[src/rtl/slot_pwr_pkg.sv]
package slot_pwr_pkg;
   typedef enum logic [2:0] {
      SQ_OFF      = 3'd0,
      SQ_ON_WAIT  = 3'd1,
      SQ_CTL_PRE  = 3'd2,
      SQ_CTL_POST = 3'd3,
      SQ_READY    = 3'd4,
      SQ_OFF_WAIT = 3'd5
   } seq_state_e;
endpackage

[src/rtl/slot_det_filter.sv]
module slot_det_filter #(
   parameter int SYNC_STAGES = 2,
   parameter int DEB_MS      = 4
) (
   input  logic clk,
   input  logic rst_n,
   input  logic pin_i,
   input  logic inv_i,
   input  logic tick_i,
   output logic stable_o,
   output logic chg_o
);
   localparam int CW = (DEB_MS > 2) ? $clog2(DEB_MS) : 1;
   localparam logic [CW-1:0] CNT_LAST = CW'(DEB_MS - 1);

   logic [SYNC_STAGES-1:0] sync_q;
   logic                   raw_present;
   logic [CW-1:0]          cnt_q;
   logic                   stable_q, chg_q;

   // synchroniser chain, idles at the pin's pulled-up level
   always_ff @(posedge clk or negedge rst_n) begin
      if (!rst_n) sync_q[0] <= 1'b1;
      else        sync_q[0] <= pin_i;
   end
   for (genvar i = 1; i < SYNC_STAGES; i++) begin : g_sync
      always_ff @(posedge clk or negedge rst_n) begin
         if (!rst_n) sync_q[i] <= 1'b1;
         else        sync_q[i] <= sync_q[i-1];
      end
   end

   assign raw_present = inv_i ? sync_q[SYNC_STAGES-1] : ~sync_q[SYNC_STAGES-1];

   always_ff @(posedge clk or negedge rst_n) begin
      if (!rst_n) begin
         cnt_q    <= '0;
         stable_q <= 1'b0;
         chg_q    <= 1'b0;
      end else begin
         chg_q <= 1'b0;
         if (raw_present == stable_q) begin
            cnt_q <= '0;
         end else if (tick_i) begin
            if (cnt_q == CNT_LAST) begin
               cnt_q    <= '0;
               stable_q <= raw_present;
               chg_q    <= 1'b1;
            end else begin
               cnt_q <= cnt_q + 1'b1;
            end
         end
      end
   end

   assign stable_o = stable_q;
   assign chg_o    = chg_q;
endmodule

[src/rtl/slot_ms_timer.sv]
module slot_ms_timer #(
   parameter int W = 12
) (
   input  logic         clk,
   input  logic         rst_n,
   input  logic         load_i,
   input  logic [W-1:0] val_i,
   input  logic         tick_i,
   output logic         done_o
);
   logic [W-1:0] cnt_q;

   always_ff @(posedge clk or negedge rst_n) begin
      if (!rst_n)                       cnt_q <= '0;
      else if (load_i)                  cnt_q <= val_i;
      else if (tick_i && cnt_q != '0)   cnt_q <= cnt_q - 1'b1;
   end

   assign done_o = (cnt_q == '0);
endmodule

[src/rtl/slot_pwr_seq.sv]
module slot_pwr_seq
   import slot_pwr_pkg::*;
#(
   parameter int DLY_W       = 12,
   parameter int DEB_MS      = 4,
   parameter int SYNC_STAGES = 2
) (
   input  logic             clk,
   input  logic             rst_n,
   input  logic             det_pin_i,
   input  logic             ms_tick_i,
   input  logic             pwr_up_req_i,
   input  logic             pwr_dn_req_i,
   input  logic             cfg_det_inv_i,
   input  logic             cfg_force_i,
   input  logic             cfg_pwr_inv_i,
   input  logic             cfg_ctl_inv_i,
   input  logic             cfg_ctl_en_i,
   input  logic [DLY_W-1:0] cfg_on_dly_i,
   input  logic [DLY_W-1:0] cfg_off_dly_i,
   input  logic [DLY_W-1:0] cfg_ctl_dly_i,
   output logic             pwr_pin_o,
   output logic             ctl_pin_o,
   output logic             present_o,
   output logic             ready_o,
   output logic             evt_irq_o
);
   if (DEB_MS < 2) begin : g_bad_deb
      $error("DEB_MS must be at least 2");
   end
   if (SYNC_STAGES < 2) begin : g_bad_sync
      $error("SYNC_STAGES must be at least 2");
   end
   if (DLY_W < 1) begin : g_bad_dly
      $error("DLY_W must be at least 1");
   end

   seq_state_e       state_q, state_d;
   logic             det_stable, det_chg, slot_present, drop_req;
   logic             tmr_done, tmr_load, ctl_flip_q, pwr_on;
   logic [DLY_W-1:0] tmr_val;

   slot_det_filter #(.SYNC_STAGES(SYNC_STAGES), .DEB_MS(DEB_MS)) u_filt (
      .clk(clk), .rst_n(rst_n), .pin_i(det_pin_i), .inv_i(cfg_det_inv_i),
      .tick_i(ms_tick_i), .stable_o(det_stable), .chg_o(det_chg));

   slot_ms_timer #(.W(DLY_W)) u_tmr (
      .clk(clk), .rst_n(rst_n), .load_i(tmr_load), .val_i(tmr_val),
      .tick_i(ms_tick_i), .done_o(tmr_done));

   assign slot_present = cfg_force_i | det_stable;
   assign drop_req     = pwr_dn_req_i | ~slot_present;

   always_comb begin
      state_d = state_q;
      unique case (state_q)
         SQ_OFF:      if (pwr_up_req_i && slot_present) state_d = SQ_ON_WAIT;
         SQ_ON_WAIT:  if (drop_req) state_d = SQ_OFF_WAIT;
                      else if (tmr_done) state_d = cfg_ctl_en_i ? SQ_CTL_PRE : SQ_READY;
         SQ_CTL_PRE:  if (drop_req) state_d = SQ_OFF_WAIT;
                      else if (tmr_done) state_d = SQ_CTL_POST;
         SQ_CTL_POST: if (drop_req) state_d = SQ_OFF_WAIT;
                      else if (tmr_done) state_d = SQ_READY;
         SQ_READY:    if (drop_req) state_d = SQ_OFF_WAIT;
         SQ_OFF_WAIT: if (tmr_done) state_d = SQ_OFF;
         default:     state_d = SQ_OFF;
      endcase
   end

   always_comb begin
      unique case (state_d)
         SQ_ON_WAIT:              tmr_val = cfg_on_dly_i;
         SQ_CTL_PRE, SQ_CTL_POST: tmr_val = cfg_ctl_dly_i;
         SQ_OFF_WAIT:             tmr_val = cfg_off_dly_i;
         default:                 tmr_val = '0;
      endcase
   end
   assign tmr_load = (state_d != state_q);

   always_ff @(posedge clk or negedge rst_n) begin
      if (!rst_n) begin
         state_q    <= SQ_OFF;
         ctl_flip_q <= 1'b0;
      end else begin
         state_q <= state_d;
         if (state_d == SQ_CTL_POST)      ctl_flip_q <= 1'b1;
         else if (state_d == SQ_OFF_WAIT) ctl_flip_q <= 1'b0;
      end
   end

   assign pwr_on    = (state_q == SQ_ON_WAIT) || (state_q == SQ_CTL_PRE) ||
                      (state_q == SQ_CTL_POST) || (state_q == SQ_READY);
   assign pwr_pin_o = pwr_on ? cfg_pwr_inv_i : ~cfg_pwr_inv_i;
   assign ctl_pin_o = ctl_flip_q ? cfg_ctl_inv_i : ~cfg_ctl_inv_i;
   assign present_o = slot_present;
   assign ready_o   = (state_q == SQ_READY);
   assign evt_irq_o = det_chg & ~cfg_force_i;
endmodule

[config.mk]
export PLATFORM = sky130hd
export DESIGN_NAME = slot_pwr_seq
export DESIGN_NICKNAME = d
export VERILOG_FILES = /design/src/rtl/slot_pwr_pkg.sv /design/src/rtl/slot_det_filter.sv /design/src/rtl/slot_ms_timer.sv /design/src/rtl/slot_pwr_seq.sv
export SDC_FILE = /design/constraint.sdc
export NUM_CORES = 1
export LEC_CHECK = 0
export BUFFER_PORTS_ARGS = -buffer_cell sky130_fd_sc_hd__buf_2
export CAP_MARGIN = 25
export CORE_ASPECT_RATIO = 1.5
export CORE_MARGIN = 2
export CORE_UTILIZATION = 51
export CTS_CLUSTER_DIAMETER = 30
export CTS_CLUSTER_SIZE = 28
export DETAILED_ROUTE_END_ITERATION = 10
export PLACE_DENSITY = 0.78
export SLEW_MARGIN = 20
export SYNTH_ARGS = -nofsm -noshare
export SYNTH_HDL_FRONTEND = slang
export SYNTH_SLANG_ARGS = --single-unit
export TNS_END_PERCENT = 10
[constraint.sdc]
create_clock -name clk -period 2.85 [get_ports clk]
set_input_delay 0.285 -clock clk [delete_from_list [all_inputs] [get_ports clk]]
set_output_delay 0.285 -clock clk [all_outputs]
set_load 0.1 [all_outputs]
Word-level counts from Yosys, hierarchy flattened. Index checks and enable logic that the tools add are counted.

Add/subtract/negate cells: 2. Eq/ne operators: 12. Muxes and demuxes: 25. Bitwise logic cells: 9. Reductions and logical operators: 13.

Operators by type and width (number): one-hot mux 12 bit (3 select lines) (1); 2-to-1 mux 3 bit (10); 2-to-1 mux 12 bit (2); one-hot mux 3 bit (6 select lines) (1); == test 3 x 2 -> 1 bit, second input constant (4); zero test 12 bit (1); nonzero test 12 bit (1); subtractor 12 x 1 -> 12 bit, second input constant (1); == test 3 bit, second input constant (3); 2-to-1 mux 1 bit (8); == test 3 x 1 -> 1 bit, second input constant (2); 2-to-1 mux 2 bit (3); inverter 1 bit (6); nonzero test 2 bit (3); zero test 3 bit (1); logical OR 1 bit (3); != test 3 bit (1); AND reduction 3 bit (1); adder 2 x 1 -> 2 bit, second input constant (1); == test 2 bit, second input constant (1); logical AND 1 bit (2); OR 1 bit (2); OR reduction 2 bit (1); bitwise AND 1 bit (1); == test 1 bit (1).

Register bits: 22. Word-level logic and storage cells: 69.

Logic depth before layout (Yosys ltp). Gate-level depths: netlist of run 1.

Depth after elaboration: 9. Gate-level depth with buffers: 10. Gate-level depth less buffers: 9.

By module. A second synthesis of run 1 with hierarchy kept.

Cell total of the unflattened synthesis: 186. Area total of the unflattened synthesis: 1702.9 um2.

Modules (own cells, without submodules): slot_ms_timer (instances 1, cells each 89, area each 798.3 um2, sequential area each 300.3 um2); slot_pwr_seq (instances 1, cells each 80, area each 649.4 um2, sequential area each 100.1 um2); slot_det_filter (instances 1, cells each 17, area each 255.2 um2, sequential area each 152.6 um2).

Least setup slack after synthesis of run 1. Ideal clock, no wire load.

Path kind: register to output. Start point: register state_q[2]. End point: output ready_o. Arrival time: 2.813 ns. Path slack: -0.248 ns. Cell stages (with the launch flop): 4. Buffers on the path: 1. Path through: dfrtp_1 clkbuf_1 inv_1 nor3_1.

Word-level cells in the longest chain between the ends: 1.

RTL lines: from (decl) (RTL line slot_pwr_seq.sv:38) `seq_state_e state_q, state_d;`; from (signal assigned) (RTL line slot_pwr_seq.sv:85) `state_q <= state_d;`; == test 3 bit (RTL line slot_pwr_seq.sv:96) `assign ready_o = (state_q == SQ_READY);`; to (decl) (RTL line slot_pwr_seq.sv:25) `output logic ready_o,`.

Every way passes these cells.

Worst setup path after layout of run 1.
Start point: register u_tmr.cnt_q[0]. End point: register u_tmr.cnt_q[7].

Word-level cells in the longest chain between the ends: 8. Elaborated cells between the ends (all ways): 22. Those cells by class: add/sub (1); eq/ne (5); mux (11); reduce/logical (5).

RTL lines: from (decl) (RTL line slot_ms_timer.sv:11) `logic [W-1:0] cnt_q;`; from (signal assigned) (RTL line slot_ms_timer.sv:15) `else if (load_i) cnt_q <= val_i;`; from (signal assigned) (RTL line slot_ms_timer.sv:16) `else if (tick_i && cnt_q != '0) cnt_q <= cnt_q - 1'b1;`; zero test 12 bit (RTL line slot_ms_timer.sv:19) `assign done_o = (cnt_q == '0);`; 2-to-1 mux 3 bit (on tied branches) (RTL line slot_pwr_seq.sv:63, slot_pwr_seq.sv:59, slot_pwr_seq.sv:61); 2-to-1 mux 3 bit (on tied branches) (RTL line slot_pwr_seq.sv:62, slot_pwr_seq.sv:58, slot_pwr_seq.sv:60); one-hot mux 3 bit (6 select lines) (RTL line slot_pwr_seq.sv:56) `unique case (state_q)`; == test 3 x 2 -> 1 bit (RTL line slot_pwr_seq.sv:71) `unique case (state_d)`; OR reduction 2 bit (RTL line slot_pwr_seq.sv:71); one-hot mux 12 bit (3 select lines) (RTL line slot_pwr_seq.sv:71); 2-to-1 mux 12 bit (RTL line slot_ms_timer.sv:15).

Several ways; a longest one is shown, not always the timed one. The select of a mux whose other input is x is not followed. A chain may end at the register's enable or synchronous reset.

==> results of run 1 <==
==> cell usage after synthesis, drive strengths merged <==
| cell | instances | area [um2] |
|---|---|---|
| nor2b | 7 | 51.3 |
| dfstp | 2 | 52.6 |
| dfrtp | 20 | 500 |
| nor4 | 2 | 27.5 |
| clkbuf | 3 | 11.3 |
| o21ai | 6 | 33.8 |
| nor3b | 2 | 15.0 |
| a21oi | 6 | 33.8 |
| inv | 6 | 22.5 |
| a32oi | 1 | 8.76 |
| or2 | 1 | 6.26 |
| or3 | 1 | 6.26 |
| buf | 5 | 40.0 |
| nor2 | 13 | 48.8 |
| xnor2 | 11 | 96.3 |
| a41o | 1 | 10.0 |
| a22o | 1 | 8.76 |
| nand2 | 10 | 37.5 |
| ha | 2 | 25.0 |
| nand3 | 5 | 25.0 |
| a31oi | 3 | 33.8 |
| a22oi | 12 | 135 |
| a211oi | 2 | 20.0 |
| o21bai | 1 | 7.51 |
| mux2 | 13 | 180 |
| mux2i | 13 | 130 |
| o221a | 2 | 22.5 |
| nor3 | 5 | 25.0 |
| xor2 | 4 | 35.0 |
| nand4 | 1 | 21.3 |
| and4 | 1 | 8.76 |
==> critical path: stages (launching register included) <==
cell      delay, ns
dfrtp_1        0.39
inv_1          0.09
ha_1           0.19
nor3b_2        0.29
and4_1         0.30
a211oi_2       0.12
a31oi_4        0.18
buf_4          0.24
mux2_4         0.32
a22oi_2        0.13
mux2i_1        0.09
==> per-layer routing <==
layer / up-vias / track usage (%) / share of wire, % / wire length [um]
met2: 62 / 40.4 / 55 / 2000
met1: 670 / 21.1 / 36 / 1300
met5: - / 0 / 0 / 0
met3: 8 / 3.01 / 6.4 / 232
li1: 690 / - / - / -
met4: 0 / 8.11 / 2.1 / 75
==> flip-flops by register name, indices dropped and copies added (netlist names) <==
name,flops
u_tmr.cnt_q,12
state_q,3
u_filt.cnt_q,2
u_filt.sync_q,2
ctl_flip_q,1
u_filt.chg_o,1
u_filt.stable_o,1
==> metrics by stage <==
step	cells	worst slack (ns)
2_1_floorplan	162	0.249
5_1_grt	253	0.198
3_5_place_dp	248	0.211
6_report	253	0.374
4_1_cts	253	0.185
3_3_place_gp	248	0.310
==> where the power goes <==
group | switching [mW] | total (mW) | internal [mW]
clock network | 0.101 | 0.224 | 0.123
logic | 0.444 | 0.855 | 0.411
registers | 0.143 | 0.574 | 0.430
==> area by class of cell <==
type	instances	share of cell area [%]
Sequential cell	22	27.2
Clock buffer	4	2.71
Timing Repair Buffer	55	14.2
Multi-Input combinational cell	126	52.3
Inverter	6	1.11
Tap cell	40	2.46
==> logic make-up (layout without fill, tap and decap cells) <==
logic type / after synthesis / in the layout / share of synthesized area, %
simple gates: 48 / 48 / 16.2
compound gates: 35 / 35 / 18.7
mux: 26 / 26 / 18.5
flops: 22 / 22 / 32.9
xor+xnor: 15 / 15 / 7.82
buf+inv: 14 / 65 / 4.39
fa+ha+maj: 2 / 2 / 1.49
==> final timing paths <==
check | depth (start not counted) | to
min | 1 | u_filt.sync_q[0]
min reg2reg | 0 | u_filt.sync_q[1]
max reg2reg | 10 | u_tmr.cnt_q[7]
min in group asynchronous | 2 | u_filt.cnt_q[1]
max in group asynchronous | 2 | u_filt.sync_q[0]
max | 10 | u_tmr.cnt_q[7]
==> repair_timing <==
action	in CTS	in global routing
buffers inserted	0	0
endpoints found under the setup margin	0	3
gates resized for setup	0	1
hold buffers	1	0
endpoints found under the hold margin	20	0
==> results.yml, run 1 <==
placement:
  io_buffers: 51
  place_area_mm2: 0.00196
  gp_congestion: 0.805
  hpwl_um: 2830
floorplan:
  die-area_mm2: 0.00378
  num_rows: 25
  start_util_pct: 53.2
  pin_count: 52
  core_mm2: 0.00316
  die_h_um: 74.3
  die_w_um: 50.9
worst_setup_path:
  reg2reg_slack_ns: 0.37
  arrival_ns: 2.60
  critPathLaunch: "u_tmr.cnt_q[0]"
  startpoint_type: "flop"
  cp_data_required_time_ns: 2.98
  r2r_start: "u_tmr.cnt_q[0]"
  path_class: "reg -> reg"
  cp_max_fo: 9
  endpoint_kind: "flop"
timing:
  finClkSkew_ns: 0.00533
  maxSlewViolCount: 0
  setup_tns_ns: 0
  finalHoldViolations: 0
  setup-violations-final: 0
  period_share_pct: 86.9
  hold_slack_ns: 0.118
  worst_pin_slew_ns: 0.521
  slew_headroom_pct: 65.2
  period_needed_ns: 2.48
  grt_setup_unrepaired: "false"
  fmax_mhz: 404
cts:
  numCtsBuffers: 3
  clock_path_buffers: 2
  clkTransAtPathRegs_ns: 0.08
  clk_latency_ns: 0.26
  clock_sinks: 22
  cts_tree: "done"
  root_buffer: "clkbuf_8"
  htree_levels: 1
power:
  p_leak_nw: 0.992
  powerDensity_mw_per_mm2: 813
  power.total_mw: 1.65
  ir_drop_uv: 516
status:
  status: "complete, no violations"
cells_and_area:
  final_common_cell: "buf_2"
  nNetsFinal: 263
  post-route-util_pct: 64.3
  diodes: 0
  design_area_mm2: 0.00203
  multi_input_area_mm2: 0.00106
  fillers: 271
  regArea_um2: 553
  final_cell_mix: "51 x buf_2, 20 x dfrtp_1, 13 x nor2_1, 13 x mux2i_1, 11 x xnor2_1"
  drive_above_1_share_pct: 44.1
  syn_to_final_growth_pct: 20.9
synth:
  synth_cell_types: 41
  syn_nets: 211
  yosysWarnings: 0
  yosys_register_bits: 22
  synth_cells: 162
  synth_area_per_cell_um2: 10.4
  seq_area_frac_synth_pct: 32.9
  post_synth_instance_area_mm2: 0.00168
global_route:
  grt_max_degree: 23
  antenna_found_initial: 0
  grt_pass1_wl_um: 5930
  gr-total-overflow: 0
  grt.total_usage_pct: 20.4
  grt_pass1_vias: 1412
min_path:
  hp-class: "in -> reg"
  worstHoldStart: "det_pin_i"
routing:
  route.detailed.drc: 0
  antenna_left: 0
  vias: 1430
  avgRoutedWirePerCell_um: 14.3
  drtPass1Iterations: 4
  route.detailed.vias_per_inst: 5.65
  drtIter0Drc: 27
  drt_wl_total_um: 3610
run:
  drv_cap: 0
Power figures use the tool's default switching activity.
==> run 2, diff against run 1 <==
- ABC_AREA: unset -> 1
- CORE_UTILIZATION: 51 -> 53
- PLACE_DENSITY: 0.78 -> 0.79
==> run 2 against run 1 <==
Net effect:
- total power increased by 63%
- non-clock buffer count rose by 2
- critical path depth grew 3
- clock power rose by 31%
- sequential power shrank 3%
- first-iteration DRC count up 85%
- largest cell class unchanged
- clock-buffer cell count down 1
- cell count rose by 37%
- register-to-register slack improved by 0.096 ns
- hold slack lost 0.0085 ns
- via count grew 34%
- critical path type unchanged
==> results.yml, run 2 <==
run:
  drv_cap: 0
global_route:
  grt_pass1_vias: 1766
  grt.total_usage_pct: 24.8
  gr-total-overflow: 0
  antenna_found_initial: 0
  grt_pass1_wl_um: 7690
  grt_max_degree: 28
timing:
  period_share_pct: 83.5
  finClkSkew_ns: 0.00157
  finalHoldViolations: 0
  setup_tns_ns: 0
  worst_pin_slew_ns: 0.496
  setup-violations-final: 0
  hold_slack_ns: 0.110
  slew_headroom_pct: 66.9
  period_needed_ns: 2.38
  grt_setup_unrepaired: "false"
  fmax_mhz: 420
  timing.final.ws_setup_ns: 0.470
  maxSlewViolCount: 0
cts:
  clock_sinks: 22
  clock_path_buffers: 2
  numCtsBuffers: 3
  clkTransAtPathRegs_ns: 0.08
  clk_latency_ns: 0.26
  root_buffer: "clkbuf_8"
  cts_tree: "done"
  htree_levels: 1
  cts_resized: 0
min_path:
  min_to: "u_filt.sync_q[0]"
  whs_path_depth: 1
  worstHoldStart: "det_pin_i"
  hp-class: "in -> reg"
status:
  status: "complete, no violations"
synth:
  seq_area_frac_synth_pct: 29.4
  post_synth_instance_area_mm2: 0.00188
  syn_nets: 306
  yosys_register_bits: 22
  synth_ff_type: "dfrtp_1"
  synth_cells: 257
  synthTopCellsByArea: "dfrtp_1 27%, nand2_1 9.8%, nand4_1 8.6%, nand3_1 6.9%, o2111ai_1 5.6%"
  yosysWarnings: 0
  synth.most_common_cell: "nand2_1"
  synthArstFlopShare_pct: 100
  synth_top_area_share_pct: 26.6
  synth_cell_types: 30
  synth_top_area_cell: "dfrtp_1"
  yosys-top-cells-count: "49 x nand2_1, 26 x nand3_1, 26 x nand4_1"
  synth_area_per_cell_um2: 7.32
  synth_edf_count: 0
power:
  power.total_mw: 2.69
  p_leak_nw: 1.15
  ir_drop_uv: 922
  powerDensity_mw_per_mm2: 1200
placement:
  pre_cts_ws_ns: 0.515
  hpwl_um: 3670
  io_buffers: 51
  gp_congestion: 0.881
worst_setup_path:
  r2r_cells: 13
  path_class: "reg -> reg"
  critPathLaunch: "u_tmr.cnt_q[0]"
  timing.rr.end: "u_tmr.cnt_q[0]"
  arrival_ns: 2.57
  reg2reg_slack_ns: 0.47
  startpoint_type: "flop"
  cp_data_required_time_ns: 3.04
  r2r_start: "u_tmr.cnt_q[0]"
  cp_max_fo: 18
  endpoint_kind: "flop"
routing:
  avgRoutedWirePerCell_um: 13.5
  top_layer: "met4"
  route.detailed.drc: 0
  drtIter0Drc: 50
  wl_met1_um: 1830
  met3_length_um: 125
  wl_met2_um: 2630
  drt_wl_total_um: 4700
  antenna_left: 0
  vias: 1912
  route.detailed.vias_per_inst: 5.51
  drtPass1Iterations: 4
floorplan:
  pin_count: 52
  start_util_pct: 55.1
  num_rows: 26
  die_w_um: 52.7
  core_mm2: 0.00342
  die-area_mm2: 0.00405
  die_h_um: 77.0
cells_and_area:
  largest_register_ffs: 12
  drive_above_1_share_pct: 30.5
  largest-register: "u_tmr.cnt_q"
  syn_to_final_growth_pct: 19.1
  diodes: 0
  final_common_cell: "buf_2"
  post-route-util_pct: 65.6
  final_cell_mix: "51 x buf_2, 49 x nand2_1, 26 x nand3_1, 26 x nand4_1, 25 x nor2_1"
  reg.largest.list: "u_tmr.cnt_q: 12 flops, state_q: 3 flops"
  nNetsFinal: 355
  fillers: 323
-- run 2: changes by cell type after synthesis, sizes merged, moves of 6 or more --
cell     previous run  this run
inv                 6        28
nand4               1        27
nand3               5        28
mux2i              13         0
a21oi               6        16
buf                 5        12
xnor2              11         5
nand2              10        59
a22oi              12         1
mux2               13         0
nor2               13        30
o2111ai             0        12
nor2b               7         0
-- run 2: worst max-delay path by stage --
stage / end / slack, ns
detailed placement: u_tmr.cnt_q[3] / 0.51
floorplan: pwr_pin_o / 0.16
finish: u_tmr.cnt_q[0] / 0.47
global route: u_tmr.cnt_q[5] / 0.22
global placement: u_tmr.cnt_q[0] / 0.57
CTS: u_tmr.cnt_q[0] / 0.49
-- run 2: layer usage --
layer	vias up	GRT usage, %
met1	881	27.0
met3	11	3.31
met4	0	8.97
li1	973	-
met5	-	0
met2	47	46.1
-- run 2: metrics by stage --
step,cells,cell area [um2]
6_report,347,2240
5_1_grt,347,2240
4_1_cts,347,2240
3_5_place_dp,342,2160
3_3_place_gp,342,2160
2_1_floorplan,257,1900
-- run 2: cell type report --
cell class | instances | area [um2] | area share, %
Multi-Input combinational cell | 194 | 1160 | 51.6
Sequential cell | 22 | 553 | 24.7
Timing Repair Buffer | 57 | 303 | 13.5
Inverter | 28 | 105 | 4.69
Tap cell | 42 | 52.6 | 2.35
Clock buffer | 3 | 41.3 | 1.84
Clock inverter | 1 | 30.0 | 1.34
-- run 2: timing repair --
action,in CTS,in global routing
endpoints found under the hold margin,20,0
buffers inserted,0,0
hold buffers,1,0
-- run 2: critical path, stage by stage, from the launching register on --
cell	delay, ns
dfrtp_1	0.38
inv_1	0.09
ha_1	0.22
nand2_2	0.13
nor2_8	0.18
nand2_4	0.10
a21oi_2	0.17
nand2_2	0.15
buf_4	0.23
inv_2	0.21
nand2_1	0.09
nand3_1	0.11
nand2_1	0.09
a21oi_1	0.14
-- run 2: where the power goes --
part	internal [mW]	leakage, nW	switching [mW]
sequential	0.447	0.273	0.109
clock	0.188	0.0357	0.105
combinational	0.615	0.839	1.23
-- run 2: cells by family after synthesis --
kind of cell / synth area share (%)
buf+inv: 9.91
flops: 29.4
simple gates: 40.6
fa+ha+maj: 1.33
xor+xnor: 6.05
compound gates: 12.8
==> run 3, diff against run 2 <==
- clock period: 2.85 -> 2.5 ns (I/O delays scaled with it)
==> run 3 against run 2 <==
Net effect:
- highest routed layer unchanged
- clock-buffer cell count is the same
- clock power increased by 15%
- first-iteration DRC count decreased by 12%
- combinational power up 17%
- hold slack worse by 0.034 ns
==> results.yml, run 3 (same netlist as run 2, synthesis figures left out) <==
status:
  status: "complete, no violations"
cts:
  htree_levels: 1
  clkTransAtPathRegs_ns: 0.08
  clk_latency_ns: 0.26
  numCtsBuffers: 3
  clock_path_buffers: 2
  root_buffer: "clkbuf_8"
  clock_sinks: 22
  post_cts_buffers: 0
  cts_tree: "done"
worst_setup_path:
  timing.rr.end: "u_tmr.cnt_q[0]"
  endpoint_kind: "flop"
  cp_max_fo: 25
  r2r_cells: 13
  arrival_ns: 2.50
  startpoint_type: "flop"
  crit_family: "simple AND/OR/NAND/NOR gates"
  cp_data_required_time_ns: 2.68
  path_class: "reg -> reg"
  r2r_start: "u_tmr.cnt_q[0]"
  cp_slowest_cell: "dfrtp_1"
  reg2reg_slack_ns: 0.18
  path_buf_inv: 3
  slowest_delay_ns: 0.40
  crit_chain: "inv_1 -> ha_1 -> nand2_2 -> nor2_8 -> nand2_4 -> a21oi_2 -> nand2_2 -> buf_4 -> inv_2 -> nand2_1 -> nand3_1 -> nand2_1 -> a21oi_1"
cells_and_area:
  reg.largest.list: "u_tmr.cnt_q: 12 flops, state_q: 3 flops"
  final_cell_mix: "51 x buf_2, 49 x nand2_1, 26 x nand3_1, 26 x nand4_1, 25 x nor2_1"
  largest_register_ffs: 12
  diodes: 0
  multi_input_area_mm2: 0.00118
  fillers: 329
  largest-register: "u_tmr.cnt_q"
  drive_above_1_share_pct: 30.5
  syn_to_final_growth_pct: 20.1
  stdcell_count: 347
  nNetsFinal: 355
  final_common_cell: "buf_2"
  regArea_um2: 553
global_route:
  grt_pass1_wl_um: 7820
  grt.total_usage_pct: 25.3
  grt_pass1_vias: 1886
  gr-total-overflow: 0
  antenna_found_initial: 0
  grt_max_degree: 28
routing:
  vias: 2000
  route.detailed.drc: 0
  drtIter0Drc: 44
  avgRoutedWirePerCell_um: 13.8
  route.detailed.vias_per_inst: 5.76
  drtPass1Iterations: 4
  drt_wl_total_um: 4800
  antenna_left: 0
timing:
  grt_setup_unrepaired: "false"
  slew_headroom_pct: 64.9
  setup_tns_ns: 0
  period_share_pct: 92.7
  period_needed_ns: 2.32
  fmax_mhz: 431
  finClkSkew_ns: 0.00189
  setup-violations-final: 0
  worst_pin_slew_ns: 0.522
  maxSlewViolCount: 0
  finalHoldViolations: 0
placement:
  hpwl_um: 3680
  gp_congestion: 0.837
  dp.cells: 342
  io_buffers: 51
min_path:
  hp-class: "in -> reg"
  min_to: "u_filt.sync_q[0]"
  worstHoldStart: "det_pin_i"
  whs_path_depth: 1
power:
  p_leak_nw: 1.15
  ir_drop_uv: 1150
  powerDensity_mw_per_mm2: 1390
floorplan:
  num_rows: 26
  die_w_um: 52.7
  die-area_mm2: 0.00405
  start_util_pct: 55.1
  pin_count: 52
  core_mm2: 0.00342
  die_h_um: 77.0
run:
  drv_cap: 0
[run 3: cell counts in the layout (fill, tap and decap cells not counted)]
Identical to the previous run, type by type.
[run 3: cell type report]
cell class | instances | share of cell area (%)
Clock buffer | 3 | 1.83
Inverter | 28 | 4.65
Timing Repair Buffer | 57 | 13.4
Tap cell | 42 | 2.32
Sequential cell | 22 | 24.5
Clock inverter | 1 | 1.33
Multi-Input combinational cell | 194 | 52.0
[run 3: metrics by stage]
step                      hold slack, ns  cell area, um2  utilization [%]  power [mW]  worst slack [ns]
after floorplan                  -0.0456            1910                -        2.40            0.0583
after global placement             0.235            2170             63.6        2.73             0.298
after detailed placement           0.240            2170             63.6        2.76             0.206
after CTS                         0.0709            2250             65.9        3.13             0.167
after global routing              0.0576            2260             66.2        3.39            0.0346
final                             0.0755            2260             66.2        3.14             0.182
[run 3: how the worst max path moves through the flow]
stage                   startpoint        endpoint  slack [ns]  cells past startpoint
finish              u_tmr.cnt_q[0]  u_tmr.cnt_q[0]        0.18                     13
global route        u_tmr.cnt_q[0]  u_tmr.cnt_q[0]        0.03                     13
CTS                 u_tmr.cnt_q[0]  u_tmr.cnt_q[3]        0.17                     11
detailed placement  u_tmr.cnt_q[0]  u_tmr.cnt_q[3]        0.21                     11
global placement    u_tmr.cnt_q[0]  u_tmr.cnt_q[2]        0.30                     11
floorplan               state_q[1]       pwr_pin_o        0.06                      3
[run 3: timing repair]
action	4_1_cts	5_1_grt
hold buffers	1	0
gates resized for setup	0	1
hold endpoints to repair	20	0
setup endpoints to repair	0	3
[run 3: per-layer routing]
metal	GRT usage (%)	vias up	share of wire, %
met5	0	-	0
met4	16.7	0	6.1
met3	2.92	23	3.8
met2	44.1	68	54
met1	27.1	930	36
li1	-	979	-
[run 3: power breakdown]
part,switching [mW],total (mW),internal (mW)
Clock,0.122,0.336,0.214
Combinational,1.45,2.17,0.718
Sequential,0.130,0.639,0.510
Total,1.70,3.14,1.44
[run 3: worst register-to-register path, cell delays in order (launching register included)]
cell and delay, ns:
dfrtp_1 0.40, inv_1 0.10, ha_1 0.23, nand2_2 0.13, nor2_8 0.18, nand2_4 0.10, a21oi_2 0.15, nand2_2 0.08
buf_4 0.21, inv_2 0.22, nand2_1 0.07, nand3_1 0.10, nand2_1 0.08, a21oi_1 0.19
